--- config.mk ---
export PLATFORM = sky130hd
export DESIGN_NAME = lapd_addr_filter
export DESIGN_NICKNAME = d
export VERILOG_FILES = /design/src/rtl/lapd_filt_pkg.sv /design/src/rtl/lapd_filt_cfg.sv /design/src/rtl/lapd_octet_match.sv /design/src/rtl/lapd_pair_pick.sv /design/src/rtl/lapd_addr_filter.sv
export SDC_FILE = /design/constraint.sdc
export NUM_CORES = 1
export LEC_CHECK = 0
export BUFFER_PORTS_ARGS = -buffer_cell sky130_fd_sc_hd__buf_2
export CORE_ASPECT_RATIO = 0.5
export CORE_MARGIN = 3
export CORE_UTILIZATION = 53
export DETAILED_ROUTE_END_ITERATION = 10
export PLACE_DENSITY = 0.78
export SYNTH_ARGS = -nofsm -noshare
export SYNTH_HDL_FRONTEND = slang
export SYNTH_SLANG_ARGS = --single-unit
--- constraint.sdc ---
create_clock -name clk -period 2.3 [get_ports clk]
set_input_delay 0.115 -clock clk [delete_from_list [all_inputs] [get_ports clk]]
set_output_delay 0.115 -clock clk [all_outputs]
set_load 0.005 [all_outputs]
--- src/rtl/lapd_filt_pkg.sv ---
package lapd_filt_pkg;

    localparam int OCT_W = 8;
    localparam int ID_W  = 3;

    typedef enum logic [ID_W-1:0] {
        PAIR_SA_TA  = 3'd0,
        PAIR_SA_TG  = 3'd1,
        PAIR_SB_TB  = 3'd2,
        PAIR_SB_TG  = 3'd3,
        PAIR_SG_TA  = 3'd4,
        PAIR_SG_TB  = 3'd5,
        PAIR_SG_TG  = 3'd6,
        PAIR_NONE   = 3'd7
    } pair_id_e;

    typedef enum logic [1:0] {
        ST_IDLE     = 2'd0,
        ST_WANT_TEI = 2'd1,
        ST_DONE     = 2'd2
    } cap_state_e;

    typedef struct packed {
        logic [OCT_W-1:0] sapi_a;
        logic [OCT_W-1:0] sapi_b;
        logic [OCT_W-1:0] tei_a;
        logic [OCT_W-1:0] tei_b;
        logic [OCT_W-1:0] sapi_msk;
        logic [OCT_W-1:0] tei_msk;
    } addr_cfg_t;

    typedef struct packed {
        cap_state_e       st;
        logic [OCT_W-1:0] sapi_oct;
        logic             dec_valid;
        logic             accept;
        pair_id_e         match_id;
    } cap_regs_t;

endpackage

--- src/rtl/lapd_filt_cfg.sv ---
module lapd_filt_cfg
    import lapd_filt_pkg::*;
(
    input  logic             clk,
    input  logic             rst_n,
    input  logic             cfg_we,
    input  logic [2:0]       cfg_sel,
    input  logic [OCT_W-1:0] cfg_wdata,
    output addr_cfg_t        cfg
);

    addr_cfg_t cfg_d, cfg_q;

    always_comb begin
        cfg_d = cfg_q;
        if (cfg_we) begin
            case (cfg_sel)
                3'd0:    cfg_d.sapi_a   = cfg_wdata;
                3'd1:    cfg_d.sapi_b   = cfg_wdata;
                3'd2:    cfg_d.tei_a    = cfg_wdata;
                3'd3:    cfg_d.tei_b    = cfg_wdata;
                3'd4:    cfg_d.sapi_msk = cfg_wdata;
                3'd5:    cfg_d.tei_msk  = cfg_wdata;
                default: cfg_d = cfg_q;
            endcase
        end
    end

    always_ff @(posedge clk or negedge rst_n) begin
        if (!rst_n) cfg_q <= '0;
        else        cfg_q <= cfg_d;
    end

    assign cfg = cfg_q;

endmodule

--- src/rtl/lapd_octet_match.sv ---
module lapd_octet_match #(
    parameter int                           W      = 8,
    parameter int                           N_IND  = 2,
    parameter int                           N_GRP  = 1,
    parameter logic [N_GRP-1:0][W-1:0]      GRP_VALS = '1
) (
    input  logic [W-1:0]              oct,
    input  logic [N_IND-1:0][W-1:0]   ind_vals,
    input  logic [W-1:0]              msk,
    output logic [N_IND-1:0]          ind_hit,
    output logic                      grp_hit
);

    logic [N_GRP-1:0] grp_each;

    for (genvar i = 0; i < N_IND; i++) begin : g_ind
        assign ind_hit[i] = (((oct ^ ind_vals[i]) & ~msk) == '0);
    end

    for (genvar g = 0; g < N_GRP; g++) begin : g_grp
        assign grp_each[g] = (oct == GRP_VALS[g]);
    end

    assign grp_hit = |grp_each;

endmodule

--- src/rtl/lapd_pair_pick.sv ---
module lapd_pair_pick
    import lapd_filt_pkg::*;
(
    input  logic [1:0] s_ind,
    input  logic       s_grp,
    input  logic [1:0] t_ind,
    input  logic       t_grp,
    output pair_id_e   pick
);

    localparam int N_PAIR = 7;

    logic [N_PAIR-1:0] pair_hit;

    always_comb begin
        pair_hit[0] = s_ind[0] & t_ind[0];
        pair_hit[1] = s_ind[0] & t_grp;
        pair_hit[2] = s_ind[1] & t_ind[1];
        pair_hit[3] = s_ind[1] & t_grp;
        pair_hit[4] = s_grp    & t_ind[0];
        pair_hit[5] = s_grp    & t_ind[1];
        pair_hit[6] = s_grp    & t_grp;
    end

    always_comb begin
        pick = PAIR_NONE;
        for (int k = N_PAIR - 1; k >= 0; k--) begin
            if (pair_hit[k]) pick = pair_id_e'(k[ID_W-1:0]);
        end
    end

endmodule

--- src/rtl/lapd_addr_filter.sv ---
module lapd_addr_filter
    import lapd_filt_pkg::*;
#(
    parameter logic [7:0] GRP_SAPI_P = 8'hFE,
    parameter logic [7:0] GRP_SAPI_S = 8'hFC,
    parameter logic [7:0] GRP_TEI    = 8'hFF
) (
    input  logic       clk,
    input  logic       rst_n,
    input  logic       filt_en,
    input  logic       cfg_we,
    input  logic [2:0] cfg_sel,
    input  logic [7:0] cfg_wdata,
    input  logic       byte_valid,
    input  logic [7:0] byte_data,
    input  logic       frame_start,
    input  logic       frame_end,
    output logic       dec_valid,
    output logic       accept,
    output logic [2:0] match_id
);

    addr_cfg_t cfg;
    cap_regs_t r_d, r_q;
    logic [1:0] s_ind, t_ind;
    logic       s_grp, t_grp;
    pair_id_e   pick;

    lapd_filt_cfg u_cfg (
        .clk       (clk),
        .rst_n     (rst_n),
        .cfg_we    (cfg_we),
        .cfg_sel   (cfg_sel),
        .cfg_wdata (cfg_wdata),
        .cfg       (cfg)
    );

    // SAPI position: compared from the captured first octet
    lapd_octet_match #(
        .W        (OCT_W),
        .N_IND    (2),
        .N_GRP    (2),
        .GRP_VALS ({GRP_SAPI_S, GRP_SAPI_P})
    ) u_sapi_cmp (
        .oct      (r_q.sapi_oct),
        .ind_vals ({cfg.sapi_b, cfg.sapi_a}),
        .msk      (cfg.sapi_msk),
        .ind_hit  (s_ind),
        .grp_hit  (s_grp)
    );

    // TEI position: compared from the octet on the input
    lapd_octet_match #(
        .W        (OCT_W),
        .N_IND    (2),
        .N_GRP    (1),
        .GRP_VALS (GRP_TEI)
    ) u_tei_cmp (
        .oct      (byte_data),
        .ind_vals ({cfg.tei_b, cfg.tei_a}),
        .msk      (cfg.tei_msk),
        .ind_hit  (t_ind),
        .grp_hit  (t_grp)
    );

    lapd_pair_pick u_pick (
        .s_ind (s_ind),
        .s_grp (s_grp),
        .t_ind (t_ind),
        .t_grp (t_grp),
        .pick  (pick)
    );

    always_comb begin
        r_d           = r_q;
        r_d.dec_valid = 1'b0;
        r_d.accept    = 1'b0;
        r_d.match_id  = PAIR_NONE;
        if (byte_valid && frame_start) begin
            r_d.st       = ST_WANT_TEI;
            r_d.sapi_oct = byte_data;
        end else begin
            case (r_q.st)
                ST_WANT_TEI: begin
                    if (byte_valid) begin
                        r_d.dec_valid = 1'b1;
                        r_d.match_id  = pick;
                        r_d.accept    = !filt_en || (pick != PAIR_NONE);
                        r_d.st        = frame_end ? ST_IDLE : ST_DONE;
                    end else if (frame_end) begin
                        r_d.dec_valid = 1'b1;
                        r_d.st        = ST_IDLE;
                    end
                end
                ST_DONE: begin
                    if (frame_end) r_d.st = ST_IDLE;
                end
                default: r_d.st = ST_IDLE;
            endcase
        end
    end

    always_ff @(posedge clk or negedge rst_n) begin
        if (!rst_n) begin
            r_q.st        <= ST_IDLE;
            r_q.sapi_oct  <= '0;
            r_q.dec_valid <= 1'b0;
            r_q.accept    <= 1'b0;
            r_q.match_id  <= PAIR_NONE;
        end else begin
            r_q <= r_d;
        end
    end

    assign dec_valid = r_q.dec_valid;
    assign accept    = r_q.accept;
    assign match_id  = r_q.match_id;

endmodule

# == Word-level counts from Yosys, hierarchy flattened ==
# Index checks and enable logic that the tools add are counted.
# totals
ff_bits,63
input_bits,26
out_inout_bits,5
# classes
n_eq_ne,11
muxes,17
bitwise,17
reduce_logical,15
# op_table
cell,count
8-bit bitwise AND,4
8-bit logical NOT,4
8-bit bitwise XOR,4
8-bit equality test (second input constant),3
8-bit inverter,2
2-bit 2-to-1 mux,6
3-bit 2-to-1 mux,4
2-bit AND reduction,6
5-bit 2-to-1 mux,2
1-bit bitwise AND,7
3-bit by 2-bit equality test with 1-bit output (second input constant),2
3-bit equality test (second input constant),2
4-bit 2-to-1 mux,1
2-bit one-hot mux with 2 select lines,1
3-bit by 1-bit equality test with 1-bit output (second input constant),1
3-bit logical NOT,1
1-bit 2-to-1 mux,3
3-bit inequality test (second input constant),1
2-bit by 1-bit equality test with 1-bit output (second input constant),1
2-bit equality test (second input constant),1
2-bit OR reduction,1
1-bit logical AND,1
1-bit logical NOT,1
1-bit logical OR,1

# == Logic depth before layout (Yosys ltp) ==
# logic_depth
ltp_word,15
depth_mapped,6
mapped_depth_nobuf,6

# == Cells and area by module ==
# Synthesis repeated with hierarchy kept, for this count alone.
# unflattened
hier_cells,226
area_unflattened_um2,3017.9
# by_module_without_submodules
module,instances,cells_each,area_each_um2,seq_area_each_um2
lapd_filt_cfg,1,106,1833.0,1201.2
lapd_addr_filter,1,48,638.1,379.1
lapd_octet_match (u_tei_cmp),1,29,231.5,0.0
lapd_octet_match (u_sapi_cmp),1,29,230.2,0.0
lapd_pair_pick,1,14,85.1,0.0

# == Least setup slack after synthesis ==
# Ideal clock, no wire load.
# synth_timing
path_type,register to register
start,"register u_cfg.cfg_q, in the netlist u_cfg.cfg[16]"
end,"register, netlist name accept"
arrival_ns,1.541
path_slack_ns,0.640
path_stages_with_launch,7
path_cell_list,dfrtp_1 > xnor2_1 > o22ai_1 > or4_1 > a21oi_1 > o21ai_1 > a31o_1
# synth_lines
element,line_no,text
"start, declared",lapd_filt_cfg.sv:12,"addr_cfg_t cfg_d, cfg_q;"
"start signal, assigned",lapd_filt_cfg.sv:31,else cfg_q <= cfg_d;

==> run metrics <==
CTS tree yes; Syn Nets 252; # port buffers 30; Final Critical Period 1.98 ns; Remaining DRCs 0; Hold Path Origin byte_valid; Clock Power Share 0.309; distinct cell type count after synthesis 32; fmax 505 MHz; Worst VDD drop 0.423 mV; Sw Ratio 0.280; largest family of logic cells by synthesized area multiplexers; max-cap viol count 0; 1st-iter DRT viols roughly 110; CP top delay family simple AND/OR/NAND/NOR gates; Most used DFF post-synth dfrtp_1; crit-path max FO 4; RSZ-0062 raised after global routing no; number of diodes 0; routed vias/inst about 5.7; synthesized flop and latch total 63; Layout area overhead 15.9%; CP max stage delay 0.45 ns; routability cong. roughly 0.81; Synth Area in Adders 0.00844; Warnings, synthesis 0; DRT Pass-1 Iters 4; Slew Limit Fails 0; Seq pwr share 0.492; first-pass GRT wire length 10500 um; vias in the first global route around 2100; most frequent cells in the layout dfrtp_1 (60), mux2_1 (56), xnor2_1 (32); CTS root buf clkbuf_8; global route overflow 0; Post-Synth XOR/XNOR Area 0.0945; Slowest-stage cell, CP dfrtp_1; Hold Path End dec_valid; wire per inst between 15 and 20 um; post-CTS setup buffers 0; Hold Violations, Final 0; commonest non-fill, non-tap cell in the layout dfrtp_1; Num CTS Buffers 9; Hold-fix buffers, CTS 3; CTS H-Tree Depth 3; flop2flop setup slack 0.32 ns; die extent in y 58.9 um; Int Pwr 2170 uW; worst-case clock buffer depth 2; hpwl dp between 4000 and 5000 um; compound-gate portion of the synthesized area 0.0662; clk sink count 63; Reg2Reg Launch Point r_q[7]; Routed Antenna Nets 0; status finished, final reports clean; Slew HR 0.443; Worst R2R Path Depth 6; Initial Util 0.575; post-synthesis cell count roughly 220; leakage between 0.001 and 0.0015 uW; Worst Setup Start Kind register; antenna violations before repair 0; reg2reg end accept; Hold WC Path Type in -> reg; crit path capture type register; Post-CTS Resized 0; net switching power 846 uW; Worst Path Required 2.52 ns; die footprint 6590 um2; core area 5160 um2; Worst Slack Setup Final between 0.3 and 0.4 ns; clk slew on worst S/H paths 0.07 ns; asr flop ratio synth 1.00; CP cell instances xnor2_1 > o22ai_1 > nor4_1 > nor3b_1 > o21ai_1 > a31o_1; Rows 18; CP Class reg -> reg; die width approximately 110 um; Final nets just under 300; DR vias between 1500 and 2000; Worst Tran Pin Value ~0.83 ns; final setup fails 0; Placement Setup Slack slightly above 0.4 ns; Post-Syn Area 2970 um2; Post-synth EDFFs 0; post-synthesis mux area share 0.213; crit path DAT 2.20 ns; final setup skew 0.00602 ns; WL final 6430 um; Post-Syn Area per Cell approximately 13 um2; hold path depth 2; largest net degree at the start of global routing 39; Setup TNS Final 0 ns; combinational power share 0.198; I/O pin cnt 31; Tcrit/Tclk final 0.861; All-Layer GR Usage 0.212; sequential fraction of the synthesis area 0.533; simple-gate share of the synthesized area 0.0717; Clk Latency, worst-skew pair 0.33 ns; CP bufs+invs 0; layout cells sized above 1 0.213; P per Cell Area between 800 and 900 nW/um2
[sequential cells by signal, summed over array words and instances (netlist names)]
name	count
accept	1
dec_valid	1
match_id	3
r_q	10
u_cfg.cfg	48
[cells by family (layout without fill, tap and decap cells)]
family,Yosys count,in the layout
AND/OR/NAND/NOR,31,31
buffers and inverters,8,56
multiplexers,56,56
flip-flops,63,63
XOR/XNOR,32,32
AO/OA/AOI/OAI,32,32
adder cells (fa/ha/maj),2,2
[power by group through the flow]
stage                     logic (uW)  clock network [uW]  registers [uW]
after floorplan                  439                   0            1460
after global placement           571                   0            1490
after detailed placement         597                   0            1510
after CTS                        606                 942            1490
after global routing             662                 992            1520
final                            599                 934            1490
[layer usage]
layer  vias to the layer above  global-route usage  wire [um]
met3                         8              0.0513        237
met1                      1002               0.286       3150
li1                        906                   -          -
met2                        41               0.348       2990
met5                         -                   0          0
met4                         0              0.0676         47
[metrics by stage]
step | hold slack [ns] | total power [uW] | instances | util | instance area (um2)
detailed placement | 0.157 | 2100 | 323 | 0.624 | 3220
floorplan | -0.181 | 1900 | 224 | - | 2970
CTS | 0.00725 | 3030 | 342 | 0.667 | 3440
global route | 0.0319 | 3170 | 342 | 0.667 | 3440
finish | 0.0198 | 3020 | 342 | 0.667 | 3440
global placement | 0.146 | 2060 | 323 | 0.624 | 3220
[cells in the mapped netlist (2+ instances only)]
cell / instances / area [um2]
xnor2_1: 32 / 280
nor3b_2: 2 / 25.0
a21oi_1: 4 / 20.0
nor2_1: 3 / 11.3
dfstp_2: 3 / 78.8
inv_1: 3 / 11.3
o22ai_1: 16 / 100
nand2_1: 7 / 26.3
clkbuf_1: 2 / 7.51
mux2_1: 56 / 631
nor4_1: 2 / 12.5
nand4b_1: 2 / 17.5
o21ai_1: 3 / 15.0
nor3_2: 2 / 20.0
nand4_1: 3 / 18.8
buf_4: 3 / 22.5
ha_1: 2 / 25.0
o21ai_0: 4 / 20.0
nor4_2: 3 / 37.5
dfrtp_1: 60 / 1500
[worst max path at each step]
stage	from	end	slack (ns)	depth (start not counted)
after global routing	r_q[7]	accept	0.18	6
after detailed placement	r_q[9]	accept	0.41	6
after global placement	u_cfg.cfg[21]	accept	0.53	6
after CTS	r_q[9]	accept	0.32	6
after floorplan	u_cfg.cfg[16]	accept	0.64	6
final	r_q[7]	accept	0.32	6
[area by class of cell]
class                           count  area, um2
Clock inverter                      3       42.5
Clock buffer                       13        149
Timing Repair Buffer               37        223
Multi-Input combinational cell    153       1350
Tap cell                           70       87.6
Fill cell                         368       1720
Inverter                            3       11.3
Sequential cell                    63       1580
Power figures use the tool's default switching activity.
